[config.mk]
export PLATFORM = sky130hd
export DESIGN_NAME = clamp_unit
export DESIGN_NICKNAME = d
export VERILOG_FILES = /design/src/rtl/clamp_pkg.sv /design/src/rtl/clamp_preshift.sv /design/src/rtl/clamp_sat.sv /design/src/rtl/clamp_unit.sv
export SDC_FILE = /design/constraint.sdc
export NUM_CORES = 1
export LEC_CHECK = 0
export ABC_AREA = 1
export BUFFER_PORTS_ARGS = -buffer_cell sky130_fd_sc_hd__buf_2
export CAP_MARGIN = 40
export CORE_MARGIN = 5
export CORE_UTILIZATION = 30
export CTS_BUF_LIST = sky130_fd_sc_hd__clkbuf_16
export DETAILED_ROUTE_END_ITERATION = 7
export HOLD_SLACK_MARGIN = 0.15
export SLEW_MARGIN = 20
export SYNTH_ARGS = -nofsm -noshare
export SYNTH_HDL_FRONTEND = slang
export SYNTH_HIERARCHICAL = 1
export SYNTH_SLANG_ARGS = --single-unit
[constraint.sdc]
create_clock -name clk -period 7.86 [get_ports clk]
set_input_delay 0.393 -clock clk [delete_from_list [all_inputs] [get_ports clk]]
set_output_delay 0.393 -clock clk [all_outputs]
set_load 0.005 [all_outputs]
[src/rtl/clamp_pkg.sv]
package clamp_pkg;
    localparam int HALF_W = 16;
    localparam int NHALF  = 2;

    typedef enum logic [1:0] {
        OP_SAT_S_WORD = 2'd0,
        OP_SAT_U_WORD = 2'd1,
        OP_SAT_S_HALF = 2'd2,
        OP_SAT_U_HALF = 2'd3
    } clamp_op_e;

    typedef enum logic {
        FLAG_CLEAR = 1'b0,
        FLAG_SET   = 1'b1
    } flag_state_e;
endpackage

[src/rtl/clamp_preshift.sv]
module clamp_preshift #(
    parameter int W  = 32,
    parameter int SW = $clog2(W)
) (
    input  logic [W-1:0]  val_i,
    input  logic [SW-1:0] amt_i,
    input  logic          arith_i,
    output logic [W-1:0]  val_o
);
    always_comb begin
        if (!arith_i) begin
            val_o = val_i << amt_i;
        end else if (amt_i == '0) begin
            // encoded zero stands for a full-width shift
            val_o = {W{val_i[W-1]}};
        end else begin
            val_o = $signed(val_i) >>> amt_i;
        end
    end
endmodule

[src/rtl/clamp_sat.sv]
module clamp_sat #(
    parameter int IN_W = 32,
    parameter int NW   = $clog2(IN_W + 1)
) (
    input  logic [IN_W-1:0] val_i,
    input  logic [NW-1:0]   width_i,
    input  logic            signed_i,
    output logic [IN_W-1:0] val_o,
    output logic            ovf_o
);
    localparam int EW = IN_W + 2;
    localparam logic [NW-1:0] ONE_W = 1;

    logic signed [EW-1:0] ext, lim_hi, lim_lo, unit;

    always_comb begin
        unit = 1;
        ext  = {{2{val_i[IN_W-1]}}, val_i};
        if (signed_i) begin
            lim_hi = (unit <<< (width_i - ONE_W)) - unit;
            lim_lo = -(unit <<< (width_i - ONE_W));
        end else begin
            lim_hi = (unit <<< width_i) - unit;
            lim_lo = '0;
        end
        if (ext > lim_hi) begin
            val_o = lim_hi[IN_W-1:0];
            ovf_o = 1'b1;
        end else if (ext < lim_lo) begin
            val_o = lim_lo[IN_W-1:0];
            ovf_o = 1'b1;
        end else begin
            val_o = val_i;
            ovf_o = 1'b0;
        end
    end
endmodule

[src/rtl/clamp_unit.sv]
module clamp_unit
    import clamp_pkg::*;
#(
    parameter int DATA_W = 32,
    parameter int IDX_W  = 4
) (
    input  logic                      clk,
    input  logic                      rst_n,
    input  logic [1:0]                op_i,
    input  logic [DATA_W-1:0]         operand_i,
    input  logic [$clog2(DATA_W)-1:0] sat_field_i,
    input  logic [$clog2(DATA_W)-1:0] shamt_i,
    input  logic                      shift_arith_i,
    input  logic                      cond_pass_i,
    input  logic [IDX_W-1:0]          dst_idx_i,
    input  logic [IDX_W-1:0]          src_idx_i,
    input  logic                      flag_clr_i,
    output logic [DATA_W-1:0]         result_o,
    output logic                      wr_en_o,
    output logic                      ovf_o,
    output logic                      sticky_o,
    output logic                      unpred_o
);
    localparam int FW  = $clog2(DATA_W);
    localparam int WNW = $clog2(DATA_W + 1);
    localparam int HFW = $clog2(HALF_W);
    localparam int HNW = $clog2(HALF_W + 1);
    localparam logic [IDX_W-1:0] PC_IDX = '1;

    clamp_op_e   op;
    flag_state_e state_q, state_d;

    logic [DATA_W-1:0] shifted, word_res;
    logic [WNW-1:0]    word_w;
    logic              word_ovf, word_signed, half_signed, is_word, sat_hit;
    logic [HNW-1:0]    half_w;
    logic [NHALF-1:0][HALF_W-1:0] half_res;
    logic [NHALF-1:0]             half_ovf;

    assign op          = clamp_op_e'(op_i);
    assign word_signed = (op == OP_SAT_S_WORD);
    assign half_signed = (op == OP_SAT_S_HALF);
    assign is_word     = (op == OP_SAT_S_WORD) || (op == OP_SAT_U_WORD);
    assign word_w      = word_signed ? {1'b0, sat_field_i} + WNW'(1) : {1'b0, sat_field_i};
    assign half_w      = half_signed ? {1'b0, sat_field_i[HFW-1:0]} + HNW'(1)
                                     : {1'b0, sat_field_i[HFW-1:0]};

    clamp_preshift #(.W(DATA_W)) u_shift (
        .val_i   (operand_i),
        .amt_i   (shamt_i),
        .arith_i (shift_arith_i),
        .val_o   (shifted)
    );

    clamp_sat #(.IN_W(DATA_W)) u_word_sat (
        .val_i    (shifted),
        .width_i  (word_w),
        .signed_i (word_signed),
        .val_o    (word_res),
        .ovf_o    (word_ovf)
    );

    for (genvar g = 0; g < NHALF; g++) begin : g_half
        clamp_sat #(.IN_W(HALF_W)) u_half_sat (
            .val_i    (operand_i[g*HALF_W +: HALF_W]),
            .width_i  (half_w),
            .signed_i (half_signed),
            .val_o    (half_res[g]),
            .ovf_o    (half_ovf[g])
        );
    end

    always_comb begin
        unique case (op)
            OP_SAT_S_WORD, OP_SAT_U_WORD: result_o = word_res;
            OP_SAT_S_HALF, OP_SAT_U_HALF: result_o = half_res;
            default:                      result_o = '0;
        endcase
    end

    assign sat_hit  = is_word ? word_ovf : |half_ovf;
    assign unpred_o = (dst_idx_i == PC_IDX) || (src_idx_i == PC_IDX);
    assign wr_en_o  = cond_pass_i && !unpred_o;
    assign ovf_o    = wr_en_o && sat_hit;

    // sticky flag machine: state register
    always_ff @(posedge clk or negedge rst_n) begin
        if (!rst_n) state_q <= FLAG_CLEAR;
        else        state_q <= state_d;
    end

    always_comb begin
        state_d = state_q;
        unique case (state_q)
            FLAG_CLEAR: if (ovf_o && !flag_clr_i) state_d = FLAG_SET;
            FLAG_SET:   if (flag_clr_i)           state_d = FLAG_CLEAR;
            default:                              state_d = FLAG_CLEAR;
        endcase
    end

    // sticky flag machine: outputs
    always_comb begin
        sticky_o = (state_q == FLAG_SET);
    end

    a_r7_sticky_set: assert property (@(posedge clk) disable iff (!rst_n)
        (ovf_o && !flag_clr_i) |=> sticky_o);
    a_r8_sticky_clear: assert property (@(posedge clk) disable iff (!rst_n)
        flag_clr_i |=> !sticky_o);
    a_r9_sticky_hold: assert property (@(posedge clk) disable iff (!rst_n)
        (!ovf_o && !flag_clr_i) |=> $stable(sticky_o));
    a_r9_no_write_on_fail: assert property (@(posedge clk) disable iff (!rst_n)
        !cond_pass_i |-> (!wr_en_o && !ovf_o));
    a_r10_unpred_blocks: assert property (@(posedge clk) disable iff (!rst_n)
        unpred_o |-> (!wr_en_o && !ovf_o));
    a_r5_neg_half_zero: assert property (@(posedge clk) disable iff (!rst_n)
        (op_i == 2'd3 && operand_i[HALF_W-1]) |-> (result_o[HALF_W-1:0] == '0));
endmodule

Word-level counts from Yosys, hierarchy flattened
Index checks and enable logic that the tools add are counted.

storage, ports and cells
  flip-flop bits (word level) = 1
  input port bits = 57
  output and inout bits = 36

operators by class
  add/sub/neg operators = 10
  order comparisons = 6
  equal/unequal tests = 5
  shift operators = 6
  muxes and demuxes = 25
  bitwise logic cells = 1
  reduce and logical (&&, ||, !) cells = 12

operators with widths
  operator               number
  $mux 32                4
  $mux 34                2
  $sshl 2x6->34 const A  2
  $sub 34x2->34 const B  2
  $mux 16                4
  $pmux 32 s2            1
  $gt 16x18->1           2
  $lt 16x18->1           2
  $mux 18                2
  $sshl 2x5->18 const A  2
  $sub 18x2->18 const B  2
  $gt 32x34->1           1
  $lt 32x34->1           1
  $neg 34->34            1
  $shl 32x5->32          1
  $sshr 32x5->32         1
  $neg 18->18            1
  $mux 1                 9
  $eq 4x4->1 const B     2
  $add 5x1->6 const B    1
  $mux 6                 1
  $reduce_or 2->1        3
  $sub 6x1->6 const B    1
  $add 4x1->5 const B    1
  other kinds (11)       16

Logic depth before layout (Yosys ltp)
  depth in word-level cells = 15
  mapped depth = 39
  depth with buffers taken out = 36

Cells and area by module
The synthesis kept the hierarchy.

modules (own cells, without submodules)
  module                            times used  cells an instance  area each (um^2)  sequential area each (um^2)
  clamp_sat (u_word_sat)            1           1042               5446.5            0.0
  clamp_preshift                    1           713                3370.7            0.0
  clamp_sat (g_half[1].u_half_sat)  1           531                2702.6            0.0
  clamp_sat (g_half[0].u_half_sat)  1           530                2598.7            0.0
  clamp_unit                        1           154                689.4             25.0

Worst setup path before layout
Ideal clock, no wire load.

  path kind = input-to-output
  from = input op_i[1]
  to = output ovf_o
  arrival = 4.640 ns
  data required time = 7.467 ns
  setup slack = 2.827 ns
  cell stages on the path = 35
  path buffers = 3
  path through = buf_6 > or2_1 > buf_6 > inv_2 > o21ai_0 > inv_2 > nand4_1 > nor2_1 > nand2_1 > o21ai_1 > inv_1 > ha_1 > nand3_1 > nor2_2 > inv_1 > nor2_4 > nand2_2 > nor2_2 > nand2_1 > xor2_1 > ha_1 > nand2_1 > nor2_1 > nand2_1 > nor2_1 > o2111ai_1 > nand3_1 > nand2_1 > nand3_1 > clkbuf_1 > nand2_1 > nand2_1 > nand2_1 > nand3_1 > inv_1

between the ends
  elaborated cells on any way between the ends = 37
  those cells by class = 8 x add/sub; 6 x order compare; 2 x eq/ne; 4 x shift; 13 x mux; 4 x reduce/logical

RTL lines
  item                   RTL line                          source
  start: declaration     clamp_unit.sv:9                   input logic [1:0] op_i,
  $logic_not 2->1 *      clamp_unit.sv:41                  assign word_signed = (op == OP_SAT_S_WORD);
  named net word_signed  clamp_unit.sv:35                  logic word_ovf, word_signed, half_signed, is_word, sat_hit;
  $mux 6 *               clamp_unit.sv:44                  assign word_w = word_signed ? {1'b0, sat_field_i} + WNW'(1) : {1'b0, sat_field_i};
  named net word_w[3]    clamp_unit.sv:34                  logic [WNW-1:0] word_w;
  $sub 6x1->6            clamp_sat.sv:20, clamp_sat.sv:21
  $sshl 2x6->34          clamp_sat.sv:20, clamp_sat.sv:21
  $neg 34->34            clamp_sat.sv:21                   lim_lo = -(unit <<< (width_i - ONE_W));
  $mux 34                clamp_sat.sv:19                   if (signed_i) begin
  $lt 32x34->1           clamp_sat.sv:29                   end else if (ext < lim_lo) begin
  $mux 1                 clamp_sat.sv:29
  $mux 1 *               clamp_sat.sv:26                   if (ext > lim_hi) begin
  named net word_ovf     clamp_unit.sv:35
  $mux 1 *               clamp_unit.sv:81                  assign sat_hit = is_word ? word_ovf : |half_ovf;
  $logic_and 1x1->1 *    clamp_unit.sv:84                  assign ovf_o = wr_en_o && sat_hit;
  end: declaration       clamp_unit.sv:20                  output logic ovf_o,

The timed path passes the listed nets; every way through them passes the cells marked *.

Worst setup path in the final report
  from = input op_i[1]
  to = output ovf_o

between the ends
  cells in the longest elaborated chain, start to end = 12
  elaborated cells on any way between the ends = 37
  those cells by class = 8 x add/sub; 6 x order compare; 2 x eq/ne; 4 x shift; 13 x mux; 4 x reduce/logical

ends and longest elaborated chain
  item                   RTL line                          source
  $eq 2x2->1 *           clamp_unit.sv:42                  assign half_signed = (op == OP_SAT_S_HALF);
  named net half_signed  clamp_unit.sv:35
  $mux 5                 clamp_unit.sv:45                  assign half_w = half_signed ? {1'b0, sat_field_i[HFW-1:0]} + HNW'(1)
  $sub 5x1->5            clamp_sat.sv:20, clamp_sat.sv:21
  $sshl 2x5->18          clamp_sat.sv:20, clamp_sat.sv:21
  $neg 18->18            clamp_sat.sv:21
  $mux 18                clamp_sat.sv:19
  $lt 16x18->1           clamp_sat.sv:29
  $mux 1                 clamp_sat.sv:29
  $mux 1 *               clamp_sat.sv:26
  named net half_ovf[0]  clamp_unit.sv:38                  logic [NHALF-1:0] half_ovf;
  $reduce_or 2->1 *      clamp_unit.sv:81
  $mux 1 *               clamp_unit.sv:81
  $logic_and 1x1->1 *    clamp_unit.sv:84

Marks and branches as above.

==> key figures <==
Outcome
  • Outcome: finished, final reports clean

STA
  • Setup TNS: 0 ns
  • Fin Hold WS: roughly 0.17 ns
  • Max-slew violations: 0
  • Final-report hold violation count: 0
  • RSZ-0062 raised after global routing: false
  • Final WS setup: slightly above 1 ns
  • Crit path time final: about 6.8 ns
  • Slew margin rel.: 0.4914
  • Final setup fails: 0
  • Crit share post-route: 0.8683
  • Clock Skews: 0 ns
  • Slew @ Worst Pin: ~0.76 ns
  • Max Freq: 0.1465 GHz

Setup path
  • Crit start category: input port
  • Req. time, crit path: 7.47 ns
  • CP max-delay cell: buf_4
  • Kind of critical path: in2out
  • Reg-to-reg startpoint: sticky_o
  • CP Max Fanout: 80
  • CP Capture Type: output port
  • Worst path max stage delay: around 0.63 ns
  • Crit path DAT: 6.43 ns
  • Reg-to-reg setup timing slack: 7.29 ns
  • Reg2reg path depth: 2
  • Cell family with most CP delay: simple AND/OR/NAND/NOR gates
  • FF-to-FF End: sticky_o
  • CP Buf/Inv Count: 10

Final layout
  • Fin util: 0.3180
  • Total Nets Final: approximately 3,200
  • Most common cell after layout, fill and taps aside: nand2_1
  • Post-Layout Cell Count: 3,630
  • Fillers: slightly below 6,000
  • Number of diodes: 0
  • Most frequent cells in the layout: nand2_1 (1,174), nand3_1 (422), nor2_1 (286)
  • Area growth syn-to-layout: 4.909%
  • Largest register FFs: 1
  • Share of cells above drive strength 1: 0.1076

GRT
  • Largest net degree at the start of global routing: 81
  • First-pass GRT wire length: between 90 and 100 mm
  • Vias in the first global route: 16,658
  • Antenna violations before repair: 0
  • Gr ovfl total: 0
  • GRT Total Usage: 0.2108

Synth
  • Register bit total from synthesis: 1
  • Cell count after synthesis: roughly 3,000
  • Seq/Total Area, Yosys: 0.001690
  • Ys Warns: 6
  • Most area-hungry cell type in the Yosys netlist: nand2_1
  • Netlist Area Pre-Place: between 10,000 and 15,000 um2
  • Top cell type's share of synthesized area: 0.2976
  • Netlist cell types: 58
  • Leading post-synthesis cells by cell area: nand2_1 (30%), nand3_1 (14%), ha_1 (12%)
  • Mapped Nets: 3,171
  • Syn_area_per_cell: roughly 5.0 um2

Floorplanning
  • Row count: between 80 and 90
  • Die span in y: 232.2 um
  • Initial Util: 0.3031
  • DIE AREA: approximately 54,000 um2
  • DIE WIDTH: between 200 and 250 um
  • Core area: about 49,000 um2
  • I/O pin count: between 90 and 100

Job
  • Max-cap viol count: 0

CTS
  • Gates resized, CTS repair: 0
  • Clk slew on worst S/H paths: 0 ns
  • Skew-Pair Late Insertion Delay: 0 ns
  • Postcts setup bufs: 0
  • Hold buffer count at cts: 0

Detailed routing
  • Routed vias/inst: around 5.2
  • Wire length per cell: around 16 um
  • Antenna Nets Post-Route: 0
  • First drt pass iteration count: 5
  • Via count: roughly 19,000
  • Detailed Route WL: approximately 60 mm
  • Residual DRC count: 0
  • Violation count after the first detailed-route iteration: 2,418

Power
  • Leak: 9.116 nW
  • Peak VDD IR: ~0.07 mV
  • Ratio of total power to cell area: 123.7 nW/um2

Placed design
  • Routability-driven placement congestion ratio: between 1 and 1.5
  • Inst Count DP: roughly 3,600
  • DP Wirelength: 49.63 mm
  • Place WS: between 1 and 1.5 ns
  • Number of port buffers: 92

Min path
  • Hold Crit Class: in2async
per-layer routing:
metal  routed length [um]  GRT usage  vias to the layer above
met5                    0          0                        -
met4                 2119    0.05835                        0
met3                 5153    0.01639                      119
met2                25610     0.3341                      891
met1                26740     0.3065                     8468
li1                     -          -                     9576
how the worst max path moves through the flow:
stage	from	end	slack, ns	depth (start not counted)
5_1_grt	op_i[1]	ovf_o	0.52	37
3_3_place_gp	op_i[1]	ovf_o	1.15	32
3_5_place_dp	op_i[1]	ovf_o	1.18	38
6_report	op_i[1]	ovf_o	1.04	29
2_1_floorplan	op_i[1]	ovf_o	2.83	35
4_1_cts	op_i[1]	ovf_o	1.15	37
through the flow:
stage	area, um2	power [mW]
2_1_floorplan	14810	1.342
3_3_place_gp	15510	1.876
3_5_place_dp	15520	1.868
4_1_cts	15520	1.879
5_1_grt	15530	2.140
6_report	15530	1.921
worst reg2reg max path: cells and delay by family (launching register included):
kind | cells | cell delay [ns]
buffers and inverters | 1 | 0.05
AOI/OAI and AO/OA | 1 | 0.05
DFF | 1 | 0.35
synthesized netlist by cell type, drive strengths merged:
master	n
ha	144
or2	8
nor2	346
o31ai	5
xnor2	2
and2	10
a31oi	2
nor3b	1
o21a	5
dfrtp	1
nand2	1216
a21o	11
nor4	6
xor2	15
mux2i	1
nor3	22
a21oi	50
clkinv	2
inv	321
o21ai	132
o21bai	4
a21boi	3
clkbuf	26
nand3b	2
o211ai	30
buf	96
nand4	56
nand3	450
o2111ai	3
kinds of logic after synthesis:
logic type,count (synthesis),synth area share
AOI/OAI and AO/OA,245,0.09768
xor gates and xnor gates,17,0.01006
adders and majority gates,144,0.1217
buffers and inverters,445,0.1353
DFF,1,0.001690
muxes,1,0.0006760
and+or+nand+nor,2117,0.6330
power by group:
part	total [mW]	switching [mW]	internal [mW]	leakage [nW]
Sequential	0.00603	0.000223	0.00581	0.0130
Clock	0	0	0	0
Combinational	1.92	1.32	0.592	9.10
layout make-up:
type	count	area [um2]	area share
repair buffers	118	663.1	0.04269
flip-flops and latches	1	25.02	0.001611
well taps	664	830.8	0.05348
inverters	323	1234	0.07941
multi-input cells	2524	12780	0.8228
No activity file was read; power rests on OpenSTA's default activity.
